`config.mk`:
```
export PLATFORM = sky130hd
export DESIGN_NAME = pwm_timer_chan
export DESIGN_NICKNAME = d
export VERILOG_FILES = /design/src/rtl/pwm_timer_pkg.sv /design/src/rtl/pwm_tick_gen.sv /design/src/rtl/pwm_chan_regs.sv /design/src/rtl/pwm_counter_core.sv /design/src/rtl/pwm_timer_chan.sv
export SDC_FILE = /design/constraint.sdc
export NUM_CORES = 1
export LEC_CHECK = 0
export ABC_CLOCK_PERIOD_IN_PS = 6000
export BUFFER_PORTS_ARGS = -buffer_cell sky130_fd_sc_hd__buf_2
export CORE_ASPECT_RATIO = 1.5
export CORE_MARGIN = 1.5
export CORE_UTILIZATION = 65
export CTS_BUF_LIST = sky130_fd_sc_hd__clkbuf_16
export DETAILED_ROUTE_END_ITERATION = 7
export HOLD_SLACK_MARGIN = 0.1
export PLACE_DENSITY = 0.86
export SYNTH_ARGS = -nofsm -noshare
export SYNTH_HDL_FRONTEND = slang
export SYNTH_SLANG_ARGS = --single-unit
export TNS_END_PERCENT = 10
```
`constraint.sdc`:
```
create_clock -name clk_i -period 6 [get_ports clk_i]
set_input_delay 1.2 -clock clk_i [delete_from_list [all_inputs] [get_ports clk_i]]
set_output_delay 1.2 -clock clk_i [all_outputs]
set_load 0.01 [all_outputs]
```
`src/rtl/pwm_timer_pkg.sv`:
```
package pwm_timer_pkg;

    localparam int CNT_W  = 16;
    localparam int PSC_W  = 8;
    localparam int SEL_W  = 4;
    localparam int ADDR_W = 3;
    localparam int DIV_W  = 4;

    typedef enum logic [ADDR_W-1:0] {
        REG_CFG     = 3'd0,
        REG_CTRL    = 3'd1,
        REG_CNT_BUF = 3'd2,
        REG_CMP_BUF = 3'd3,
        REG_LIVE    = 3'd4
    } reg_addr_e;

    typedef struct packed {
        logic [SEL_W-1:0] sel;
        logic [PSC_W-1:0] psc;
    } tick_cfg_t;

    typedef struct packed {
        logic reload;
        logic invert;
        logic update;
        logic start;
    } chan_ctrl_t;

    // Number of prescaled pulses per tick for an internal divider code.
    function automatic logic [DIV_W:0] div_span(input logic [1:0] code);
        return (DIV_W+1)'(2) << code;
    endfunction

    // Bit 2 of the divider code selects the external strobe.
    function automatic logic ext_selected(input logic [SEL_W-1:0] s);
        return s[2];
    endfunction

endpackage

```
`src/rtl/pwm_tick_gen.sv`:
```
module pwm_tick_gen
    import pwm_timer_pkg::*;
#(
    parameter int P_W = PSC_W,
    parameter int S_W = SEL_W
) (
    input  logic           clk,
    input  logic           rst,
    input  logic           run,
    input  logic [P_W-1:0] psc,
    input  logic [S_W-1:0] sel,
    input  logic           ext_tick,
    output logic           tick,
    output logic           ext_mode
);

    logic [P_W-1:0]   pre_q;
    logic [DIV_W-1:0] div_q;
    logic             pre_hit;
    logic             div_last;
    logic             unused_sel;

    assign unused_sel = sel[S_W-1];
    assign ext_mode   = ext_selected(sel);
    assign pre_hit    = (pre_q == psc);
    assign div_last   = (div_q == DIV_W'(div_span(sel[1:0]) - 1'b1));

    always_ff @(posedge clk) begin
        if (rst || !run) begin
            pre_q <= '0;
            div_q <= '0;
        end else if (pre_hit) begin
            pre_q <= '0;
            div_q <= div_last ? '0 : div_q + 1'b1;
        end else begin
            pre_q <= pre_q + 1'b1;
        end
    end

    always_comb begin
        if (!run)
            tick = 1'b0;
        else if (ext_mode)
            tick = ext_tick;
        else
            tick = pre_hit && div_last;
    end

endmodule

```
`src/rtl/pwm_chan_regs.sv`:
```
module pwm_chan_regs
    import pwm_timer_pkg::*;
#(
    parameter int C_W = CNT_W,
    parameter int A_W = ADDR_W
) (
    input  logic           clk,
    input  logic           rst,
    input  logic           we,
    input  logic [A_W-1:0] waddr,
    input  logic [C_W-1:0] wdata,
    input  logic [A_W-1:0] raddr,
    output logic [C_W-1:0] rdata,
    input  logic [C_W-1:0] live_cnt,
    input  logic           stop_req,
    output tick_cfg_t      cfg,
    output chan_ctrl_t     ctrl,
    output logic [C_W-1:0] cnt_buf,
    output logic [C_W-1:0] cmp_buf
);

    localparam int CFG_W  = $bits(tick_cfg_t);
    localparam int CTRL_W = $bits(chan_ctrl_t);

    logic unused_wdata;
    assign unused_wdata = ^wdata[C_W-1:CFG_W];

    always_ff @(posedge clk) begin
        if (rst) begin
            cfg     <= '0;
            ctrl    <= '0;
            cnt_buf <= '0;
            cmp_buf <= '0;
        end else begin
            if (we) begin
                case (reg_addr_e'(waddr))
                    REG_CFG:     cfg     <= tick_cfg_t'(wdata[CFG_W-1:0]);
                    REG_CTRL:    ctrl    <= chan_ctrl_t'(wdata[CTRL_W-1:0]);
                    REG_CNT_BUF: cnt_buf <= wdata;
                    REG_CMP_BUF: cmp_buf <= wdata;
                    default:     ;
                endcase
            end
            // End of a one-shot run wins over a same-cycle control write.
            if (stop_req)
                ctrl.start <= 1'b0;
        end
    end

    always_comb begin
        case (reg_addr_e'(raddr))
            REG_CFG:     rdata = C_W'(cfg);
            REG_CTRL:    rdata = C_W'(ctrl);
            REG_CNT_BUF: rdata = cnt_buf;
            REG_CMP_BUF: rdata = cmp_buf;
            REG_LIVE:    rdata = live_cnt;
            default:     rdata = '0;
        endcase
    end

endmodule

```
`src/rtl/pwm_counter_core.sv`:
```
module pwm_counter_core
    import pwm_timer_pkg::*;
#(
    parameter int C_W = CNT_W
) (
    input  logic           clk,
    input  logic           rst,
    input  logic           tick,
    input  logic           load,
    input  logic           reload_en,
    input  logic           invert,
    input  logic [C_W-1:0] cnt_buf,
    input  logic [C_W-1:0] cmp_buf,
    output logic [C_W-1:0] cnt,
    output logic [C_W-1:0] cmp,
    output logic           pwm,
    output logic           irq,
    output logic           stop_req
);

    localparam logic [C_W-1:0] ONE = C_W'(1);

    logic at_zero;
    logic at_one;

    assign at_zero  = (cnt == '0);
    assign at_one   = (cnt == ONE);
    assign stop_req = tick && !load && !reload_en && (at_zero || at_one);
    assign pwm      = invert ^ (cnt < cmp);

    always_ff @(posedge clk) begin
        if (rst) begin
            cnt <= '0;
            cmp <= '0;
            irq <= 1'b0;
        end else begin
            irq <= 1'b0;
            if (load) begin
                cnt <= cnt_buf;
                cmp <= cmp_buf;
            end else if (tick) begin
                if (at_zero) begin
                    if (reload_en) begin
                        cnt <= cnt_buf;
                        cmp <= cmp_buf;
                    end
                end else begin
                    cnt <= cnt - ONE;
                    irq <= at_one;
                end
            end
        end
    end

endmodule

```
`src/rtl/pwm_timer_chan.sv`:
```
module pwm_timer_chan
    import pwm_timer_pkg::*;
#(
    parameter int C_W = CNT_W,
    parameter int A_W = ADDR_W
) (
    input  logic           clk_i,
    input  logic           rst_i,
    input  logic           reg_we_i,
    input  logic [A_W-1:0] reg_waddr_i,
    input  logic [C_W-1:0] reg_wdata_i,
    input  logic [A_W-1:0] reg_raddr_i,
    output logic [C_W-1:0] reg_rdata_o,
    input  logic           ext_tick_i,
    output logic           pwm_o,
    output logic           irq_o
);

    tick_cfg_t      cfg_w;
    chan_ctrl_t     ctrl_w;
    logic [C_W-1:0] cnt_buf_w;
    logic [C_W-1:0] cmp_buf_w;
    logic [C_W-1:0] cnt_w;
    logic [C_W-1:0] cmp_w;
    logic           stop_w;
    logic           run_w;
    logic           tick_w;
    logic           ext_mode_w;

    // Manual load holds the counter even when start is set.
    assign run_w = ctrl_w.start && !ctrl_w.update;

    pwm_chan_regs #(.C_W(C_W), .A_W(A_W)) u_regs (
        .clk      (clk_i),
        .rst      (rst_i),
        .we       (reg_we_i),
        .waddr    (reg_waddr_i),
        .wdata    (reg_wdata_i),
        .raddr    (reg_raddr_i),
        .rdata    (reg_rdata_o),
        .live_cnt (cnt_w),
        .stop_req (stop_w),
        .cfg      (cfg_w),
        .ctrl     (ctrl_w),
        .cnt_buf  (cnt_buf_w),
        .cmp_buf  (cmp_buf_w)
    );

    pwm_tick_gen #(.P_W(PSC_W), .S_W(SEL_W)) u_tick (
        .clk      (clk_i),
        .rst      (rst_i),
        .run      (run_w),
        .psc      (cfg_w.psc),
        .sel      (cfg_w.sel),
        .ext_tick (ext_tick_i),
        .tick     (tick_w),
        .ext_mode (ext_mode_w)
    );

    pwm_counter_core #(.C_W(C_W)) u_core (
        .clk       (clk_i),
        .rst       (rst_i),
        .tick      (tick_w),
        .load      (ctrl_w.update),
        .reload_en (ctrl_w.reload),
        .invert    (ctrl_w.invert),
        .cnt_buf   (cnt_buf_w),
        .cmp_buf   (cmp_buf_w),
        .cnt       (cnt_w),
        .cmp       (cmp_w),
        .pwm       (pwm_o),
        .irq       (irq_o),
        .stop_req  (stop_w)
    );

endmodule

```
* Yosys cells after proc, flatten, opt, wreduce, memory -nomap -nowiden
Cells that the tools add are included. W data, S select, Z words.
Word-level totals: register bits 93, word-level logic and storage cells 69, output and inout port bits 18
Cells by class: reductions and logical operators 25, $add $sub $neg 4, multiplexer cells 12, equality and inequality tests 11, order comparisons 1, shift operators 1, bitwise operators 2
Operators with widths (count):
- $mux W16 | 8
- $pmux W16 S5 | 1
- $eq A16 B1 Y1 const B | 1
- $logic_not A16 Y1 | 1
- $lt A16 B16 Y1 | 1
- $sub A16 B1 Y16 const B | 1
- $eq A3 B2 Y1 const B | 4
- $reduce_and A2 Y1 | 5
- $add A8 B1 Y8 const B | 1
- $eq A8 B8 Y1 | 1
- $eq A3 B1 Y1 const B | 2
- $logic_not A3 Y1 | 2
- $reduce_bool A2 Y1 | 3
- $logic_and A1 B1 Y1 | 5
- $add A4 B1 Y4 const B | 1
- $eq A4 B4 Y1 | 1
- $mux W4 | 1
- $reduce_or A2 Y1 | 2
- $reduce_or A4 Y1 | 1
- $shl A2 B2 Y4 const A | 1
- $sub A4 B1 Y4 const B | 1
- $eq A3 B3 Y1 const B | 1
- $logic_not A1 Y1 | 3
- $ne A3 B3 Y1 const B | 1
- other kinds (5) | 7

* Longest topological paths before layout
Gate-level depths: netlist of run 1.
depth in word-level cells 10, depth in mapped cells 10, mapped depth without buffers 8

* Hierarchy
From an unflattened synthesis of run 1, not the netlist that was laid out.
Second synthesis, totals: cell total of the unflattened synthesis 622, area, all modules 5302.6 um^2
By module, submodules not included:
- pwm_counter_core | times used 1, cells each 264, area each 2319.7 um^2
- pwm_chan_regs | times used 1, cells each 281, area each 2297.2 um^2
- pwm_tick_gen | times used 1, cells each 76, area each 671.9 um^2
- pwm_timer_chan | times used 1, cells each 1, area each 13.8 um^2

* Worst setup path after synthesis of run 1
OpenSTA, ideal clock, no wires.
path kind input to output, start input port reg_raddr_i[1], end output port reg_rdata_o[8], setup slack 2.200 ns, arrival 2.600 ns, data required time 4.800 ns, stages 6, cell sequence clkbuf_1 buf_1 mux2i_1 nor2_1 a21oi_1 o21ai_0
Between the ends: cells in the longest elaborated chain, start to end 2, elaborated cells on any way between the ends 6, those cells by class eq/ne: 4; mux: 1; reduce/logical: 1
RTL lines:
- from (decl) | RTL line pwm_timer_chan.sv:12 | input logic [A_W-1:0] reg_raddr_i,
- $eq A3 B3 Y1, or another cell as far along | RTL line pwm_chan_regs.sv:51 | case (reg_addr_e'(raddr))
- $pmux W16 S5 (*) | RTL line pwm_chan_regs.sv:51
- to (decl) | RTL line pwm_timer_chan.sv:13 | output logic [C_W-1:0] reg_rdata_o,
Every way passes the cells marked *; elsewhere a longest branch is shown, timed or not.

* Worst setup path in the final report of run 1
start input port reg_raddr_i[1], end output port reg_rdata_o[7]
The elaborated chain is that of the path after synthesis.

==> insert_results.sql, run 1 <==
INSERT INTO impl_metrics (metric_group, metric, value, unit) VALUES
('clock_tree', 'cts_resized', '0', ''),
('logic_synthesis', 'netlist_instances', '657', ''),
('min_path', 'timing.hold.worst_path_depth', '2', ''),
('worst_setup_path', 'critPathTopFamily', 'simple AND/OR/NAND/NOR gates', ''),
('final_layout', 'final_cell_mix', 'nand2_1 (132), dfxtp_1 (93), a21oi_1 (70), buf_2 (43)', ''),
('final_layout', 'filler_cell_count', '606', ''),
('flow_run', 'cap_violations', '0', ''),
('logic_synthesis', 'synth_register_bits', '93', ''),
('worst_setup_path', 'slowest_stage', 'nor2b_1', ''),
('power', 'worst_ir_drop_vdd', '0.0002295', 'V'),
('clock_tree', 'tritoncts', 'done', ''),
('logic_synthesis', 'netlist-cell-type-count', '53', ''),
('floorplanning', 'core-area', '7661', 'um^2'),
('logic_synthesis', 'synth-main-ff-cell', 'dfxtp_1', ''),
('detailed_routing', 'drt_first_iter_violations', '579', ''),
('final_layout', 'stdcell_area', '5673', 'um^2'),
('logic_synthesis', 'synth_area', '5195', 'um^2'),
('floorplanning', 'floorplan.die_area', '8549', 'um^2'),
('detailed_routing', 'route.vias.total', '4841', ''),
('detailed_routing', 'routed_wire_length_per_instance', '17.74', 'um'),
('sta', 'timing_max_transition_violations_final', '0', ''),
('sta', 'finalHoldViolations', '0', ''),
('sta', 'finalCriticalPeriod', '4.223', 'ns'),
('sta', 'finalSetupViolations', '0', ''),
('final_layout', 'antennaDiodeCount', '0', ''),
('worst_setup_path', 'worstSetupEndpointType', 'primary output', ''),
('worst_setup_path', 'cp_num_cells', '6', ''),
('clock_tree', 'cts_setup_buffers', '0', ''),
('detailed_routing', 'pre_antenna_drt_iters', '5', ''),
('worst_setup_path', 'timing.setup.critical_path_class', 'in2out', ''),
('worst_setup_path', 'worst-endpoint-arrival', '3.02', 'ns'),
('power', 'leakage_power', '0.002230', 'uW'),
('floorplanning', 'floorplan.initialDensity', '67.81', '%'),
('final_layout', 'mostFrequentLayoutCell', 'nand2_1', ''),
('grt', 'antenna_found_initial', '0', ''),
('worst_setup_path', 'cp-start-kind', 'input pin', ''),
('grt', 'gr-total-overflow', '0', ''),
('floorplanning', 'row_count', '39', ''),
('worst_setup_path', 'critical-path-max-stage-delay', '0.74', 'ns'),
('placed_design', 'port-buffer-count', '43', ''),
('run_status', 'status', 'finished clean', ''),
('final_layout', 'final-seq-area', '1862', 'um^2'),
('placed_design', 'hpwlAfterDp', '9791', 'um'),
('clock_tree', 'post_cts_clock_slew_at_the_launch_and_capture_registers_of_the_worst_setup_and_hold_paths', '0.06', 'ns'),
('sta', 'finalHoldWorstSlack', '0.4755', 'ns'),
('sta', 'worst-slew-pin-transition', '1.025', 'ns'),
('detailed_routing', 'detail_route.drc_violations', '0', ''),
('final_layout', 'fraction_of_layout_cells_with_a_size_suffix_above_1', '10.18', '%'),
('sta', 'achievable-frequency', '236.8', 'MHz'),
('detailed_routing', 'drt_wl_total', '13830', 'um'),
('worst_setup_path', 'rr_worst_depth', '8', ''),
('floorplanning', 'horizontal_extent_of_the_die', '76.00', 'um'),
('clock_tree', 'cts_root_buffer', 'clkbuf_16', ''),
('final_layout', 'area_of_combinational_cells_with_multiple_inputs', '3069', 'um^2'),
('detailed_routing', 'antenna_left', '0', ''),
('logic_synthesis', 'net_count_of_the_mapped_netlist', '703', ''),
('sta', 'fin_ws', '1.777', 'ns'),
('floorplanning', 'floorplan.io_pins', '44', ''),
('clock_tree', 'cts.path.max_buffers', '2', ''),
('power', 'power.density', '232.6', 'nW/um^2'),
('placed_design', 'placement.cell_area', '5368', 'um^2'),
('detailed_routing', 'avgViaCountPerCell', '6.206', ''),
('worst_setup_path', 'critical_path.cell_chain', 'buf_2 > nor2b_1 > nor2b_1 > nand2_1 > o21ai_0 > buf_2', ''),
('logic_synthesis', 'async_flop_share', '0', '%'),
('min_path', 'hp-class', 'reg2reg', ''),
('clock_tree', 'numClockSinks', '93', ''),
('final_layout', 'area_growth', '9.200', '%'),
('grt', 'pin_count_of_the_biggest_net_entering_global_routing', '87', ''),
('grt', 'grt_first_pass_wirelength', '22440', 'um'),
('final_layout', 'fin_util', '74.05', '%'),
('clock_tree', 'cts_hold_repair.buffers', '0', '');
sequential cells by signal (all words and copies together) (netlist names):
| name | count |
|---|---|
| u_core.cmp | 16 |
| u_core.cnt | 16 |
| u_core.irq | 1 |
| u_regs.cfg | 12 |
| u_regs.cmp_buf | 16 |
| u_regs.cnt_buf | 16 |
| u_regs.ctrl | 4 |
| u_tick.div_q | 4 |
| u_tick.pre_q | 8 |
through the flow:
stage	total power, uW	instances
2_1_floorplan	709.2	657
3_3_place_gp	737.1	765
3_5_place_dp	740.0	765
4_1_cts	1319	780
5_1_grt	1355	780
6_report	1320	780
cells in the mapped netlist (all sizes together) (5+ instances only):
master	count	area [um^2]
nor2b	6	37.54
o21ai	27	135.1
dfxtp	93	1862
o22ai	10	62.56
nand4	7	43.79
clkbuf	29	108.9
ha	20	250.2
buf	11	83.83
inv	19	71.32
a32o	10	100.1
nand3	11	55.05
o211ai	6	45.04
and3	5	31.28
xor2	6	52.55
nand2b	38	237.7
mux2i	41	410.4
xnor2	11	96.34
nor2	41	153.9
a21oi	70	350.3
nor3	9	45.04
nand2	132	495.5
nor4	10	77.57
cell type report:
cell class | count | area share, %
inverters | 19 | 1.257
repair buffers | 46 | 4.191
multi-input cells | 505 | 54.10
flip-flops and latches | 93 | 32.82
clock buffers | 9 | 3.970
well taps | 102 | 2.250
clock inverters | 6 | 1.412
cell families after synthesis:
kind of cell	after synthesis	share of synthesized area, %
simple gates	282	26.30
compound gates	145	17.20
flops	93	35.84
buf+inv	59	5.082
mux	41	7.900
fa+ha+maj	20	4.817
xor+xnor	17	2.866
metal layers:
metal	vias to the layer above	global-route usage [%]	share of wire, %
met5	-	0	0
met1	2263	38.30	40
met4	0	14.57	3.1
met3	42	5.772	6.3
met2	219	59.34	51
li1	2317	-	-
report_power, final:
| part | switching, uW | internal, uW | leakage (uW) | total (uW) |
|---|---|---|---|---|
| combinational | 60.3 | 35.0 | 0.00133 | 95.3 |
| clock | 232 | 359 | 0.000150 | 590 |
| sequential | 9.41 | 625 | 0.000751 | 634 |
| total | 301 | 1020 | 0.00223 | 1320 |
path summary, 6_finish.rpt:
path | start | end | slack, ns
worst max-delay path | reg_raddr_i[1] | reg_rdata_o[7] | 1.78
worst min-delay path | u_regs.cmp_buf[6] | u_regs.cmp_buf[6] | 0.48
worst max register to register | u_core.cnt[0] | u_core.cnt[5] | 2.98
worst min register to register | u_regs.cmp_buf[6] | u_regs.cmp_buf[6] | 0.48
tightest hold or removal path, cell delays in order (launching register included):
cell and delay (ns):
dfxtp_1 0.32, nand2_1 0.06, a21oi_1 0.05
(Power assumes the default switching activity.)
==> inputs of run 2 (changes only) <==
--- a/config.mk
+++ b/config.mk
@@ -5,15 +5,16 @@
 export SDC_FILE = /design/constraint.sdc
 export NUM_CORES = 1
 export LEC_CHECK = 0
-export ABC_CLOCK_PERIOD_IN_PS = 6000
+export ABC_AREA = 1
+export ABC_CLOCK_PERIOD_IN_PS = 4050
 export BUFFER_PORTS_ARGS = -buffer_cell sky130_fd_sc_hd__buf_2
 export CORE_ASPECT_RATIO = 1.5
 export CORE_MARGIN = 1.5
-export CORE_UTILIZATION = 65
+export CORE_UTILIZATION = 60
 export CTS_BUF_LIST = sky130_fd_sc_hd__clkbuf_16
 export DETAILED_ROUTE_END_ITERATION = 7
 export HOLD_SLACK_MARGIN = 0.1
-export PLACE_DENSITY = 0.86
+export PLACE_DENSITY = 0.8
 export SYNTH_ARGS = -nofsm -noshare
 export SYNTH_HDL_FRONTEND = slang
 export SYNTH_SLANG_ARGS = --single-unit
==> constraint.sdc (replaced) <==
create_clock -name clk_i -period 4.05 [get_ports clk_i]
set_input_delay 0.81 -clock clk_i [delete_from_list [all_inputs] [get_ports clk_i]]
set_output_delay 0.81 -clock clk_i [all_outputs]
set_load 0.01 [all_outputs]
==> insert_results.sql, run 2 <==
INSERT INTO impl_metrics (metric_group, metric, value, unit) VALUES
('placed_design', 'placer_congestion_estimate', '0.9699', ''),
('logic_synthesis', 'post_synth_xor_area_fraction', '3.277', '%'),
('clock_tree', 'cts_root_buffer', 'clkbuf_16', ''),
('logic_synthesis', 'synth_top_family_by_area', 'simple AND/OR/NAND/NOR gates', ''),
('worst_setup_path', 'worst_r2r_startpoint', 'u_core.cnt[0]', ''),
('final_layout', 'area_of_combinational_cells_with_multiple_inputs', '2669', 'um^2'),
('logic_synthesis', 'synth_area_per_cell', '6.976', 'um^2'),
('grt', 'gr-total-overflow', '0', ''),
('power', 'worst_ir_drop_vdd', '0.0002838', 'V'),
('final_layout', 'fraction_of_layout_cells_with_a_size_suffix_above_1', '10.82', '%'),
('detailed_routing', 'routed_wire_length_per_instance', '17.02', 'um'),
('flow_run', 'cap_violations', '0', ''),
('logic_synthesis', 'synth_register_bits', '93', ''),
('clock_tree', 'cts_resized', '0', ''),
('floorplanning', 'die_h', '115.7', 'um'),
('final_layout', 'filler_cell_count', '774', ''),
('worst_setup_path', 'critical_path_buf_inv_count', '4', ''),
('worst_setup_path', 'critical_path.cell_chain', 'buf_2 > inv_1 > nor3_1 > inv_1 > o22ai_1 > a221oi_1 > o21ai_0 > buf_2', ''),
('grt', 'grt_first_pass_wirelength', '23690', 'um'),
('logic_synthesis', 'synth-edff-count', '0', ''),
('placed_design', 'port-buffer-count', '43', ''),
('logic_synthesis', 'net_count_of_the_mapped_netlist', '774', ''),
('sta', 'finalHoldViolations', '0', ''),
('final_layout', 'final_cell_mix', 'nand2_1 (112), dfxtp_1 (93), inv_1 (89), nor2_1 (86), a21oi_1 (83)', ''),
('logic_synthesis', 'async_flop_share', '0', '%'),
('floorplanning', 'floorplan.die_area', '9037', 'um^2'),
('worst_setup_path', 'cp-start-kind', 'input pin', ''),
('clock_tree', 'htree_num_levels', '3', ''),
('power', 'leakage_power', '0.002371', 'uW'),
('sta', 'finalCriticalPeriod', '3.451', 'ns'),
('worst_setup_path', 'critical-path-max-stage-delay', '0.59', 'ns'),
('grt', 'pin_count_of_the_biggest_net_entering_global_routing', '52', ''),
('logic_synthesis', 'ys.warnings.count', '0', ''),
('clock_tree', 'tritoncts', 'done', ''),
('worst_setup_path', 'cp.required', '3.24', 'ns'),
('clock_tree', 'cts_hold_repair.buffers', '0', ''),
('clock_tree', 'numClockSinks', '93', ''),
('grt', 'grt_pass1_vias', '4797', ''),
('min_path', 'hp-class', 'reg2reg', ''),
('detailed_routing', 'route.vias.total', '5074', ''),
('clock_tree', 'cts_setup_buffers', '0', ''),
('grt', 'globalRouteTotalUtil', '34.07', '%'),
('run_status', 'status', 'finished clean', ''),
('floorplanning', 'floorplan.initialDensity', '62.64', '%'),
('detailed_routing', 'wirelength_met1', '5869', 'um'),
('detailed_routing', 'met2_wl_post_dr', '7119', 'um'),
('logic_synthesis', 'yosys.cell_count.top_type', 'nand2_1', ''),
('clock_tree', 'cts.path.max_buffers', '2', ''),
('sta', 'finalSetupViolations', '0', ''),
('sta', 'setup_repair_after_global_routing_missed_its_margin', 'false', ''),
('grt', 'antenna_found_initial', '1', ''),
('final_layout', 'finish.net_count', '799', ''),
('clock_tree', 'cts-buffers-inserted', '9', ''),
('detailed_routing', 'avgViaCountPerCell', '5.873', ''),
('sta', 'timing_max_transition_violations_final', '0', ''),
('final_layout', 'filler_free_cell_count_of_the_finished_design', '864', ''),
('final_layout', 'area_growth', '9.978', '%'),
('detailed_routing', 'pre_antenna_drt_iters', '5', ''),
('sta', 'fin_worst_skew', '0.006244', 'ns'),
('sta', 'worst-slew-pin-transition', '0.9658', 'ns'),
('detailed_routing', 'drt_first_iter_violations', '501', ''),
('detailed_routing', 'met3_wirelength', '876', 'um'),
('final_layout', 'final-seq-area', '1862', 'um^2'),
('logic_synthesis', 'synth_area', '5079', 'um^2'),
('logic_synthesis', 'post_synth_and_or_nand_nor_area_fraction', '24.61', '%'),
('worst_setup_path', 'timing.setup.critical_path_class', 'in2out', ''),
('placed_design', 'placed_cells', '847', ''),
('floorplanning', 'row_count', '40', ''),
('clock_tree', 'clock_insertion_delay_worst_skew', '0.35', 'ns'),
('sta', 'fin_tns_setup', '0', 'ns'),
('clock_tree', 'post_cts_clock_slew_at_the_launch_and_capture_registers_of_the_worst_setup_and_hold_paths', '0.07', 'ns'),
('logic_synthesis', 'netlist_instances', '728', ''),
('placed_design', 'hpwlAfterDp', '10760', 'um'),
('power', 'total_power', '2381', 'uW'),
('floorplanning', 'core-area', '8108', 'um^2'),
('floorplanning', 'floorplan.io_pins', '44', ''),
('floorplanning', 'horizontal_extent_of_the_die', '78.12', 'um'),
('logic_synthesis', 'largest_area_contributor_in_the_netlist', 'dfxtp_1', ''),
('logic_synthesis', 'synth.top_cells.by_area', 'dfxtp_1 (37%), nand2_1 (8.3%), a21oi_1 (8.2%), o21ai_0 (7.4%), inv_1 (6.7%)', ''),
('logic_synthesis', 'synth-main-ff-cell', 'dfxtp_1', ''),
('logic_synthesis', 'synth_top_area_share', '36.66', '%'),
('min_path', 'worstHoldStart', 'u_core.cmp[6]', ''),
('logic_synthesis', 'yosys-mux-area-fraction', '0', '%'),
('final_layout', 'mostFrequentLayoutCell', 'nand2_1', ''),
('detailed_routing', 'drt_wl_total', '14700', 'um'),
('worst_setup_path', 'worstSetupEndpointType', 'primary output', ''),
('sta', 'worst_slew_margin_rel', '35.38', '%'),
('detailed_routing', 'detail_route.drc_violations', '0', ''),
('sta', 'achievable-frequency', '289.7', 'MHz'),
('worst_setup_path', 'slowest_stage', 'nor3_1', ''),
('worst_setup_path', 'timing.critical_path.fanout_max', '13', ''),
('detailed_routing', 'route.top_layer_used', 'met4', ''),
('logic_synthesis', 'synth_adder_area_share', '4.927', '%'),
('logic_synthesis', 'synth-compound-area-share', '19.73', '%'),
('logic_synthesis', 'synth.yosys.seq_area_share', '36.66', '%'),
('worst_setup_path', 'worst-endpoint-arrival', '2.64', 'ns'),
('sta', 'post-route-period-util', '85.22', '%'),
('worst_setup_path', 'critPathTopFamily', 'buffers and inverters', ''),
('logic_synthesis', 'netlist-cell-type-count', '39', ''),
('logic_synthesis', 'synth.cells.most_frequent', 'nand2_1 (112), dfxtp_1 (93), inv_1 (90)', ''),
('worst_setup_path', 'launch_point_of_the_worst_path', 'reg_raddr_i[1]', ''),
('detailed_routing', 'antenna_left', '0', ''),
('power', 'power.density', '426.4', 'nW/um^2');
## run 2: power breakdown
part	switching, uW	internal (uW)
Sequential	25.3	946
Combinational	343	146
Clock	377	543
## run 2: cells by family after synthesis
| group | count (synthesis) |
|---|---|
| compound gates | 187 |
| xor+xnor | 19 |
| fa+ha+maj | 20 |
| buf+inv | 126 |
| flops | 93 |
| simple gates | 283 |
## run 2: worst paths after layout
path | end | slack [ns] | cells after the start
min reg2reg | u_core.cmp[6] | 0.48 | 2
max reg2reg | u_core.cnt[2] | 1.38 | 11
max | reg_rdata_o[3] | 0.60 | 8
min | u_core.cmp[6] | 0.48 | 2
## run 2: layer usage
metal	track usage, %	up-vias
met5	0	-
met1	39.80	2336
li1	-	2454
met3	5.827	58
met4	22.74	0
met2	57.22	226
## run 2: worst register-to-register path: stages, from the launching register on
cell,delay [ns]
dfxtp_1,0.34
inv_1,0.21
ha_1,0.19
nand2_1,0.05
nor2_1,0.17
nand2_2,0.09
nand2_2,0.70
inv_2,0.34
o21ai_0,0.27
nand3_1,0.10
nand2_1,0.07
nor2_1,0.05
## run 2: cell type report
type                    instances  area share [%]
clock buffers                   9           4.032
clock inverters                 7           1.747
repair buffers                 48           4.525
multi-input cells             509           47.78
flip-flops and latches         93           33.33
inverters                      92           6.183
well taps                     105           2.352
diodes                          1         0.04480
## run 2: stage by stage
stage                     utilization [%]  cell area [um^2]  hold slack (ns)  worst slack (ns)
after CTS                           68.86              5583           0.4806            0.6872
after global placement              64.88              5260           0.4618            0.8314
after detailed placement            64.88              5260           0.4696            0.6966
final                               68.89              5585           0.4816            0.5987
after global routing                68.86              5583           0.4972            0.4901
after floorplan                         -              5079           0.4245             1.472
